==> config.mk <==
export PLATFORM = sky130hd
export DESIGN_NAME = exc_entry_unit
export DESIGN_NICKNAME = d
export VERILOG_FILES = /design/src/rtl/exc_pkg.sv /design/src/rtl/exc_ctrl.sv /design/src/rtl/exc_dpath.sv /design/src/rtl/exc_entry_unit.sv
export SDC_FILE = /design/constraint.sdc
export NUM_CORES = 2
export LEC_CHECK = 0
export BUFFER_PORTS_ARGS = -buffer_cell sky130_fd_sc_hd__buf_2
export CORE_MARGIN = 5
export CORE_UTILIZATION = 60
export CTS_CLUSTER_SIZE = 12
export DETAILED_ROUTE_END_ITERATION = 12
export PLACE_DENSITY = 0.83
export RECOVER_POWER = 25
export SLEW_MARGIN = 20
export SYNTH_ARGS = -nofsm -noshare
export SYNTH_HDL_FRONTEND = slang
export SYNTH_SLANG_ARGS = --single-unit
export TNS_END_PERCENT = 100
==> constraint.sdc <==
create_clock -name clk -period 14.6 [get_ports clk]
set_input_delay 0.73 -clock clk [delete_from_list [all_inputs] [get_ports clk]]
set_output_delay 0.73 -clock clk [all_outputs]
set_load 0.02 [all_outputs]
==> src/rtl/exc_pkg.sv <==
package exc_pkg;

  typedef enum logic [3:0] {
    FC_RESET    = 4'd0,
    FC_IACV     = 4'd1,
    FC_INTR     = 4'd2,
    FC_IMISS    = 4'd3,
    FC_IPAGE    = 4'd4,
    FC_DMISS1   = 4'd5,
    FC_DMISS2   = 4'd6,
    FC_UNALIGN  = 4'd7,
    FC_DPAGE    = 4'd8,
    FC_DACV     = 4'd9,
    FC_MCHK     = 4'd10,
    FC_OPDEC    = 4'd11,
    FC_ARITH    = 4'd12,
    FC_FPDIS    = 4'd13,
    FC_PRIVCALL = 4'd14,
    FC_NONE     = 4'd15
  } faultCode_e;

  localparam int VEC_W = 16;

  // register-port map
  localparam logic [3:0] RA_PRIV_BASE = 4'd0;
  localparam logic [3:0] RA_DPT_BASE  = 4'd1;
  localparam logic [3:0] RA_IPT_BASE  = 4'd2;
  localparam logic [3:0] RA_EXC       = 4'd3;
  localparam logic [3:0] RA_DVA       = 4'd4;
  localparam logic [3:0] RA_DSTAT     = 4'd5;
  localparam logic [3:0] RA_DFORM     = 4'd6;
  localparam logic [3:0] RA_ITAG      = 4'd7;
  localparam logic [3:0] RA_IFORM     = 4'd8;

  // strobes from control to datapath
  typedef struct packed {
    logic             take;
    logic             loadExc;
    logic             skipInst;
    logic             captD;
    logic             captI;
    logic [VEC_W-1:0] vecOff;
  } entryStb_t;

  function automatic logic [VEC_W-1:0] vecOf(input logic [3:0] code);
    case (code)
      FC_RESET:              vecOf = 16'h0001;
      FC_IACV:               vecOf = 16'h0081;
      FC_INTR:               vecOf = 16'h0101;
      FC_IMISS, FC_IPAGE:    vecOf = 16'h0181;
      FC_DMISS1:             vecOf = 16'h0201;
      FC_DMISS2:             vecOf = 16'h0281;
      FC_UNALIGN:            vecOf = 16'h0301;
      FC_DPAGE, FC_DACV:     vecOf = 16'h0381;
      FC_MCHK:               vecOf = 16'h0401;
      FC_OPDEC:              vecOf = 16'h0481;
      FC_ARITH:              vecOf = 16'h0501;
      FC_FPDIS:              vecOf = 16'h0581;
      FC_PRIVCALL:           vecOf = 16'h2001;
      default:               vecOf = 16'h0000;
    endcase
  endfunction

endpackage

==> src/rtl/exc_ctrl.sv <==
module exc_ctrl
  import exc_pkg::*;
(
  input  logic       clk,
  input  logic       rstN,
  input  logic       faultValid,
  input  logic [3:0] faultCode,
  input  logic       privMode,
  input  logic       specFault,
  input  logic       reqPte,
  input  logic       reqNoFault,
  output entryStb_t  stb
);

  logic isData, isInst, forceRestart, skipCode, take;

  always_comb begin
    isData       = (faultCode >= FC_DMISS1) && (faultCode <= FC_DACV);
    isInst       = (faultCode == FC_IACV) || (faultCode == FC_IMISS) ||
                   (faultCode == FC_IPAGE);
    forceRestart = (faultCode == FC_RESET) || (faultCode == FC_MCHK);
    skipCode     = (faultCode == FC_ARITH) || (faultCode == FC_PRIVCALL);
    take         = faultValid && (faultCode != FC_NONE);
  end

  always_comb begin
    stb.take     = take;
    stb.loadExc  = take && (forceRestart || !privMode);
    stb.skipInst = take && skipCode;
    stb.captD    = take && isData && !specFault && !reqPte && !reqNoFault;
    stb.captI    = take && isInst && !specFault;
    stb.vecOff   = vecOf(faultCode);
  end


  capt_exclusive_chk: assert property (@(posedge clk) disable iff (!rstN)
    $onehot0({stb.captD, stb.captI}));


  priv_keep_chk: assert property (@(posedge clk) disable iff (!rstN)
    (faultValid && privMode && faultCode != FC_RESET && faultCode != FC_MCHK)
      |-> !stb.loadExc);

endmodule

==> src/rtl/exc_dpath.sv <==
module exc_dpath
  import exc_pkg::*;
#(
  parameter int VA_W       = 64,
  parameter int INST_W     = 32,
  parameter int FLAG_W     = 6,
  parameter int PAGE_SHIFT = 13
) (
  input  logic              clk,
  input  logic              rstN,
  input  entryStb_t         stb,
  input  logic [VA_W-1:0]   pc,
  input  logic [INST_W-1:0] inst,
  input  logic [VA_W-1:0]   vaddr,
  input  logic [FLAG_W-1:0] flags,
  input  logic [3:0]        regAddr,
  input  logic              regWe,
  input  logic [VA_W-1:0]   regWdata,
  output logic [VA_W-1:0]   regRdata,
  output logic [VA_W-1:0]   fetchPc,
  output logic [VA_W-1:0]   fetchNextPc,
  output logic              redirect
);

  localparam int OPC_W  = 6;
  localparam int RA_W   = 5;
  localparam int STAT_W = OPC_W + RA_W + FLAG_W;
  localparam logic [VA_W-1:0] RESET_PC = VA_W'(vecOf(FC_RESET));

  logic [VA_W-1:0]   privBase, dPtBase, iPtBase, excAddr;
  logic [VA_W-1:0]   dVa, dForm, iTag, iForm;
  logic [STAT_W-1:0] dStat;
  logic [VA_W-1:0]   target, excBase, excNext;
  logic              unusedInstBits;

  assign unusedInstBits = ^inst[INST_W-OPC_W-RA_W-1:0];

  always_comb begin
    target  = privBase + VA_W'(stb.vecOff);
    excBase = stb.loadExc ? pc : excAddr;
    excNext = excBase + (stb.skipInst ? VA_W'(4) : VA_W'(0));
  end

  always_ff @(posedge clk) begin
    if (!rstN) begin
      fetchPc     <= RESET_PC;
      fetchNextPc <= RESET_PC + VA_W'(4);
      redirect    <= 1'b0;
      excAddr     <= '0;
    end else begin
      redirect <= stb.take;
      if (stb.take) begin
        fetchPc     <= target;
        fetchNextPc <= target + VA_W'(4);
      end
      if (stb.loadExc || stb.skipInst) excAddr <= excNext;
    end
  end

  // software-written bases
  always_ff @(posedge clk) begin
    if (!rstN) begin
      privBase <= '0;
      dPtBase  <= '0;
      iPtBase  <= '0;
    end else if (regWe) begin
      if (regAddr == RA_PRIV_BASE) privBase <= regWdata;
      if (regAddr == RA_DPT_BASE)  dPtBase  <= regWdata;
      if (regAddr == RA_IPT_BASE)  iPtBase  <= regWdata;
    end
  end

  // fault capture
  always_ff @(posedge clk) begin
    if (!rstN) begin
      dVa   <= '0;
      dStat <= '0;
      dForm <= '0;
      iTag  <= '0;
      iForm <= '0;
    end else begin
      if (stb.captD) begin
        dVa   <= vaddr;
        dStat <= {inst[INST_W-1 -: OPC_W], inst[INST_W-OPC_W-1 -: RA_W], flags};
        dForm <= dPtBase | ((vaddr >> PAGE_SHIFT) << 3);
      end
      if (stb.captI) begin
        iTag  <= pc;
        iForm <= iPtBase | ((pc >> PAGE_SHIFT) << 3);
      end
    end
  end

  always_comb begin
    case (regAddr)
      RA_PRIV_BASE: regRdata = privBase;
      RA_DPT_BASE:  regRdata = dPtBase;
      RA_IPT_BASE:  regRdata = iPtBase;
      RA_EXC:       regRdata = excAddr;
      RA_DVA:       regRdata = dVa;
      RA_DSTAT:     regRdata = VA_W'(dStat);
      RA_DFORM:     regRdata = dForm;
      RA_ITAG:      regRdata = iTag;
      RA_IFORM:     regRdata = iForm;
      default:      regRdata = '0;
    endcase
  end


  redirect_after_fault_chk: assert property (@(posedge clk) disable iff (!rstN)
    stb.take |=> (redirect && fetchNextPc == fetchPc + VA_W'(4)));


  redirect_pulse_chk: assert property (@(posedge clk) disable iff (!rstN)
    !stb.take |=> !redirect);


  exc_hold_chk: assert property (@(posedge clk) disable iff (!rstN)
    (!stb.loadExc && !stb.skipInst) |=> $stable(excAddr));


  dcap_hold_chk: assert property (@(posedge clk) disable iff (!rstN)
    !stb.captD |=> ($stable(dVa) && $stable(dStat) && $stable(dForm)));

endmodule

==> src/rtl/exc_entry_unit.sv <==
module exc_entry_unit
  import exc_pkg::*;
#(
  parameter int VA_W       = 64,
  parameter int INST_W     = 32,
  parameter int FLAG_W     = 6,
  parameter int PAGE_SHIFT = 13
) (
  input  logic              clk,
  input  logic              rstN,
  input  logic              faultValid,
  input  logic [3:0]        faultCode,
  input  logic              privMode,
  input  logic              specFault,
  input  logic              reqPte,
  input  logic              reqNoFault,
  input  logic [VA_W-1:0]   curPc,
  input  logic [INST_W-1:0] instWord,
  input  logic [VA_W-1:0]   faultVa,
  input  logic [FLAG_W-1:0] accFlags,
  input  logic [3:0]        regAddr,
  input  logic              regWe,
  input  logic [VA_W-1:0]   regWdata,
  output logic [VA_W-1:0]   regRdata,
  output logic [VA_W-1:0]   fetchPc,
  output logic [VA_W-1:0]   fetchNextPc,
  output logic              redirect
);

  entryStb_t stb;

  exc_ctrl u_ctrl (
    .clk        (clk),
    .rstN       (rstN),
    .faultValid (faultValid),
    .faultCode  (faultCode),
    .privMode   (privMode),
    .specFault  (specFault),
    .reqPte     (reqPte),
    .reqNoFault (reqNoFault),
    .stb        (stb)
  );

  exc_dpath #(
    .VA_W       (VA_W),
    .INST_W     (INST_W),
    .FLAG_W     (FLAG_W),
    .PAGE_SHIFT (PAGE_SHIFT)
  ) u_dpath (
    .clk         (clk),
    .rstN        (rstN),
    .stb         (stb),
    .pc          (curPc),
    .inst        (instWord),
    .vaddr       (faultVa),
    .flags       (accFlags),
    .regAddr     (regAddr),
    .regWe       (regWe),
    .regWdata    (regWdata),
    .regRdata    (regRdata),
    .fetchPc     (fetchPc),
    .fetchNextPc (fetchNextPc),
    .redirect    (redirect)
  );

endmodule

# ---- After elaboration in Yosys (flattened, before gate mapping)
# Memory sizes are Yosys's and may differ from the RTL's.
# Cells that the tools add are included.
dict set report op_classes {
  addsub 3
  magnitude_cmp 2
  n_eq_ne 15
  muxes 3
  bitwise_logic 2
  n_reduce_logical 25
}
# op n
set op_table {}
lappend op_table {{64-bit one-hot mux with 9 select lines} 1}
lappend op_table {{64-bit by 54-bit OR with 64-bit output} 2}
lappend op_table {{64-bit by 16-bit adder with 64-bit output} 1}
lappend op_table {{64-bit by 3-bit adder with 64-bit output, second input constant} 1}
lappend op_table {{64-bit adder} 1}
lappend op_table {{64-bit 2-to-1 mux} 1}
lappend op_table {{4-bit by 3-bit == test with 1-bit output, second input constant} 5}
lappend op_table {{4-bit == test, second input constant} 4}
lappend op_table {{4-bit by 2-bit == test with 1-bit output, second input constant} 3}
lappend op_table {{1-bit logical AND} 10}
lappend op_table {{4-bit by 1-bit == test with 1-bit output, second input constant} 2}
lappend op_table {{4-bit logical NOT} 2}
lappend op_table {{1-bit logical OR} 6}
lappend op_table {{2-bit AND reduction} 3}
lappend op_table {{4-bit by 3-bit greater-or-equal comparator with 1-bit output, second input constant} 1}
lappend op_table {{4-bit <= comparator, second input constant} 1}
lappend op_table {{1-bit logical NOT} 4}
lappend op_table {{4-bit inequality test, second input constant} 1}
lappend op_table {{3-bit 2-to-1 mux} 1}
dict set report word_totals {
  reg_bits 658
  mem_bits_ro 96
  in_bits 246
  out_inout_bits 193
  wordCells 63
  memories 1
}
# memory depth width rd rd_clocked_by_memory_dff write_ports line
set memory_table {}
lappend memory_table {{(name not given)} 16 6 1 0 0 exc_pkg.sv:46} ;# case (code)

# ---- Longest topological paths before layout
dict set report depth {
  ltp_word 6
  depth_mapped 23
  depth_no_buf 15
}

# ---- Cells and area by module
# From an unflattened synthesis, not the netlist that was laid out.
dict set report hier_totals {
  cells_unflattened 3998
  hier_area_um2 32725.1
}
# module instances cells_each area_per_inst_um2 seq_area_each_um2
set by_module_without_submodules {}
lappend by_module_without_submodules {exc_dpath 1 3939 32319.7 13132.6}
lappend by_module_without_submodules {exc_ctrl 1 59 405.4 0.0}

# ---- Worst setup path after synthesis
# Ideal clock, no wire load.
dict set report synth_path {
  path_type {input to register}
  from {input port faultCode[0]}
  to {register u_dpath.excAddr[55]}
  setup_ns 0.076
  arrival_ns 5.628
  t_required_ns 14.524
  slack_ns 8.896
  stages 23
  path_buffers 9
  path_cell_list {inv_1 -> ha_1 -> mux2i_1 -> o21ai_1 -> clkbuf_1 -> nand2_1 -> clkbuf_1 -> clkbuf_1 -> clkbuf_1 -> clkbuf_1 -> buf_1 -> buf_1 -> nand2_1 -> nand2_1 -> ha_1 -> o221a_2 -> clkbuf_1 -> nand4_1 -> a2111oi_0 -> buf_2 -> nand3_1 -> xor2_1 -> o22ai_1}
}
dict set report synth_between {
  elab_chain_len 6
  elab_cells_between_ends 15
  classes_between {add/sub: 1; eq/ne: 4; mux: 2; reduce/logical: 8}
}
# item line
set synth_lines {}
lappend synth_lines {{start: declaration} exc_entry_unit.sv:12} ;# input logic [3:0] faultCode,
lappend synth_lines {{4-bit == test or 4-bit logical NOT (tied branches)} exc_ctrl.sv:21} ;# forceRestart = (faultCode == FC_RESET) || (faultCode == FC_MCHK);
lappend synth_lines {{1-bit logical OR} exc_ctrl.sv:21}
lappend synth_lines {{1-bit logical OR} exc_ctrl.sv:28} ;# stb.loadExc = take && (forceRestart || !privMode);
lappend synth_lines {{1-bit logical AND} exc_ctrl.sv:28}
lappend synth_lines {{64-bit 2-to-1 mux} exc_dpath.sv:40} ;# excBase = stb.loadExc ? pc : excAddr;
lappend synth_lines {{64-bit adder} exc_dpath.sv:41} ;# excNext = excBase + (stb.skipInst ? VA_W'(4) : VA_W'(0));
lappend synth_lines {{end signal: assignment} exc_dpath.sv:56} ;# if (stb.loadExc || stb.skipInst) excAddr <= excNext;
lappend synth_lines {{end: declaration} exc_dpath.sv:30} ;# logic [VA_W-1:0] privBase, dPtBase, iPtBase, excAddr;
# Several ways; a longest one is shown, not always the timed one.
# A chain may end at the register's enable or synchronous reset.

# ---- Final worst setup path
dict set report layout_path {
  from {input port regAddr[1]}
  to {register u_dpath.dPtBase[58]}
}
dict set report layout_between {
  elab_chain_len 2
}
# item line
set layout_lines {}
lappend layout_lines {{start: declaration} exc_entry_unit.sv:21} ;# input logic [3:0] regAddr,
lappend layout_lines {{4-bit by 1-bit == test with 1-bit output} exc_dpath.sv:68} ;# if (regAddr == RA_DPT_BASE) dPtBase <= regWdata;
lappend layout_lines {{2-bit AND reduction (no source line)} --}
lappend layout_lines {{end signal: assignment} exc_dpath.sv:68}
lappend layout_lines {{end: declaration} exc_dpath.sv:30}
# No other way between the ends.

==> key figures <==
Status
  – Status: finished, violations left
  – Violated checks: max-capacitance violations, max-slew violations

Worst hold path
  – Worst hold path cell count: 3
  – Worst Hold Class: in -> reg

Yosys
  – Commonest cells in the netlist: 904 x nand2_1, 656 x dfxtp_1, 434 x a21oi_1
  – Count leader, synth: nand2_1
  – Synth area leader: dfxtp_1
  – Xor/xnor cell area share of the yosys netlist: 5.00%
  – Asr flop ratio synth: 0%
  – Post-synth EDFFs: 0
  – Post-Syn Area per Cell: 7.60 um^2
  – Mux cell area share after synthesis: 0.285%
  – Cells after synthesis: 4214
  – Largest family of logic cells by synthesized area: simple AND/OR/NAND/NOR gates
  – Synth cell types: 87
  – Synth top area share: 41.0%
  – Area of the mapped netlist: 32000 um^2
  – Compound-Gate Fraction of Synth Area: 21.3%
  – Top FF cell, synth: dfxtp_1
  – Seq/Total Area, Yosys: 41.0%
  – Synth Register Bits: 656
  – Fraction of the mapped netlist area in adder cells: 0.703%
  – Mapped Nets: 4478
  – Synth warn: 0
  – Synth Area in Simple Gates: 27.2%
  – Top cells by area, synth: dfxtp_1 41%, nand2_1 11%, a21oi_1 6.8%

Power and ir drop
  – Maximum vdd drop: 85.4 uV
  – Clock Power Share: 43.9%
  – Sw Pwr: 1030 uW
  – Pwr dens: 110 nW/um^2
  – Int Power: 2940 uW
  – Combinational Power Share: 8.6%
  – Flop pwr share: 47.4%
  – Power Total: 3970 uW
  – LEAKAGE: 0.0121 uW
  – Net Sw Frac: 25.9%

GRT
  – Initial antenna violation count: 19
  – Vias in the first global route: 31400
  – Global-route wire length before repair: 185000 um
  – Total GRT Usage: 40.6%
  – Remaining global-route overflow: 0
  – Largest net degree at the start of global routing: 125

Timing
  – Fin crit period: 8.42 ns
  – Worst Tran Pin Value: 5.21 ns
  – Fin. max-slew vios: 410
  – RSZ-0062 raised after global routing: no
  – Final setup fails: 0
  – Fmax: 119 MHz
  – Crit share post-route: 57.7%
  – Max-slew headroom: -247%
  – Clock Skew: 0.0252 ns
  – Final hold vios: 0
  – TNS Setup: 0 ns

Cells and area
  – Share of layout cells above drive strength 1: 10.5%
  – Cell area after layout: 36100 um^2
  – Core Util, Final: 68.5%
  – Layout area overhead: 12.7%
  – Post-Layout Cell Count: 5143
  – Final net count: 4655

Placed design
  – Placed Instances: 5007
  – I/O Buffers: 417
  – GPL Wtd Cong: 0.965
  – Cell area after placement: 34000 um^2
  – DP HPWL: 82400 um

Routing
  – Post-DR vias/cell: 6.70
  – 1st-iter DRT viols: 5347
  – Avg WL per Cell: 24.3 um
  – DR pass1 iterations: 9
  – Detailed-route via count: 34500
  – Remaining antenna violation count after routing: 0
  – DRC Markers: 0
  – WL final: 125000 um

Floorplanning
  – Chip Height: 241 um
  – Die ar.: 58100 um^2
  – Core Region: 52800 um^2
  – Io pins: 439
  – Row count: 84
  – Starting Density: 60.7%
  – Die W: 241 um

Clock network
  – Reg clk slew, reported paths: 0.06 ns
  – Longest Clk Path Bufs: 3
  – Setup bufs post-CTS: 0
  – Cts hold-fix bufs: 0
  – CTS root buffer: clkbuf_16
  – CTS tree: done
  – Post-CTS resize count: 0
  – Clock Sink Count: 656
  – CTS Buf Count: 70
  – H-tree levels: 3
  – Clock Latency Late Sink: 0.62 ns

Setup path
  – CP endpoint kind: flip-flop
  – Worst Path Max Fanout: 66
  – Critical Path AT: 8.96 ns
  – Crit Path Class: in -> reg
  – Critical path startpoint category: input port
  – Worst Reg2Reg Path Length in Cells: 10
  – Critical path required time: 15.14 ns

Job
  – MaxCap Viol Count: 6
-- registers in the layout, indices dropped and copies added (netlist names) --
name and count:
u_dpath.iTag 64, u_dpath.dStat 17, u_dpath.redirect 1, u_dpath.dVa 64
u_dpath.iPtBase 64, u_dpath.fetchNextPc 64, u_dpath.dForm 64, u_dpath.excAddr 64
u_dpath.iForm 64, u_dpath.fetchPc 62, u_dpath.dPtBase 64, u_dpath.privBase 64
-- cell families (layout without fill, tap and decap cells) --
family,Yosys count,after routing
AO/OA/AOI/OAI,1050,1050
buffers and inverters,370,592
multiplexers,9,9
XOR/XNOR,183,183
flip-flops,656,656
AND/OR/NAND/NOR,1928,1928
other,0,19
adder cells (fa/ha/maj),18,18
-- power groups by stage --
stage               registers, uW  logic [uW]  clock network [uW]
floorplan                    1920         179                   0
global placement             1920         328                   0
detailed placement           1920         332                   0
CTS                          1880         334                1750
global route                 1890         363                1810
finish                       1880         343                1740
-- worst max-delay path: stages --
cell	delay, ns
clkbuf_1	0.17
nand2b_1	0.24
nor3_2	0.11
clkbuf_1	3.20
and2_0	3.88
nand2_1	0.31
a21oi_1	0.28
-- per-layer routing --
| metal | vias up | share of wire, % | global-route usage (%) |
|---|---|---|---|
| met5 | - | 0.054 | 0 |
| met4 | 12 | 6.0 | 21.8 |
| met3 | 496 | 15 | 13.8 |
| met2 | 2464 | 43 | 59.9 |
| met1 | 16000 | 37 | 52.7 |
| li1 | 15400 | - | - |
-- final cells by class --
| cell class | count | area [um^2] |
|---|---|---|
| diodes | 19 | 47.5 |
| inverters | 24 | 97.6 |
| clock inverters | 11 | 105 |
| well taps | 688 | 861 |
| flip-flops and latches | 656 | 13100 |
| multi-input cells | 3188 | 17600 |
| clock buffers | 106 | 2100 |
| fillers | 4578 | 16600 |
| repair buffers | 451 | 2160 |
-- path summary, 6_finish.rpt --
check / slack (ns) / endpoint / start
worst max register to register: 9.29 / u_dpath.fetchNextPc[60]$_SDFFE_PN0P_ / u_dpath.privBase[13]$_SDFFE_PN0P_
worst min-delay path: 0.34 / u_dpath.dVa[6]$_SDFFE_PN0P_ / faultVa[6]
worst min register to register: 0.44 / u_dpath.fetchNextPc[2]$_SDFFE_PN1P_ / u_dpath.fetchNextPc[2]$_SDFFE_PN1P_
worst max-delay path: 6.18 / u_dpath.dPtBase[58]$_SDFFE_PN0P_ / regAddr[1]
-- per-stage QoR --
step	hold slack [ns]	setup slack, ns
final	0.341	6.18
after global routing	0.352	6.25
after CTS	0.336	9.07
after detailed placement	0.434	8.48
after global placement	0.427	8.42
after floorplan	0.436	8.90
-- layout by cell type (no fill, tap or decap), drive strengths merged, types with 22 or more instances in the layout --
| cell | instances |
|---|---|
| dfxtp | 656 |
| buf | 316 |
| nand4 | 115 |
| and3 | 45 |
| nand3 | 141 |
| and2 | 22 |
| nor3 | 268 |
| o21ai | 72 |
| inv | 27 |
| a211oi | 107 |
| a21oi | 435 |
| a22oi | 215 |
| o211ai | 22 |
| xnor2 | 96 |
| clkbuf | 241 |
| nor4 | 44 |
| nor2 | 293 |
| nand2 | 904 |
| xor2 | 87 |
Note: power is estimated with default switching activity, not from simulation.
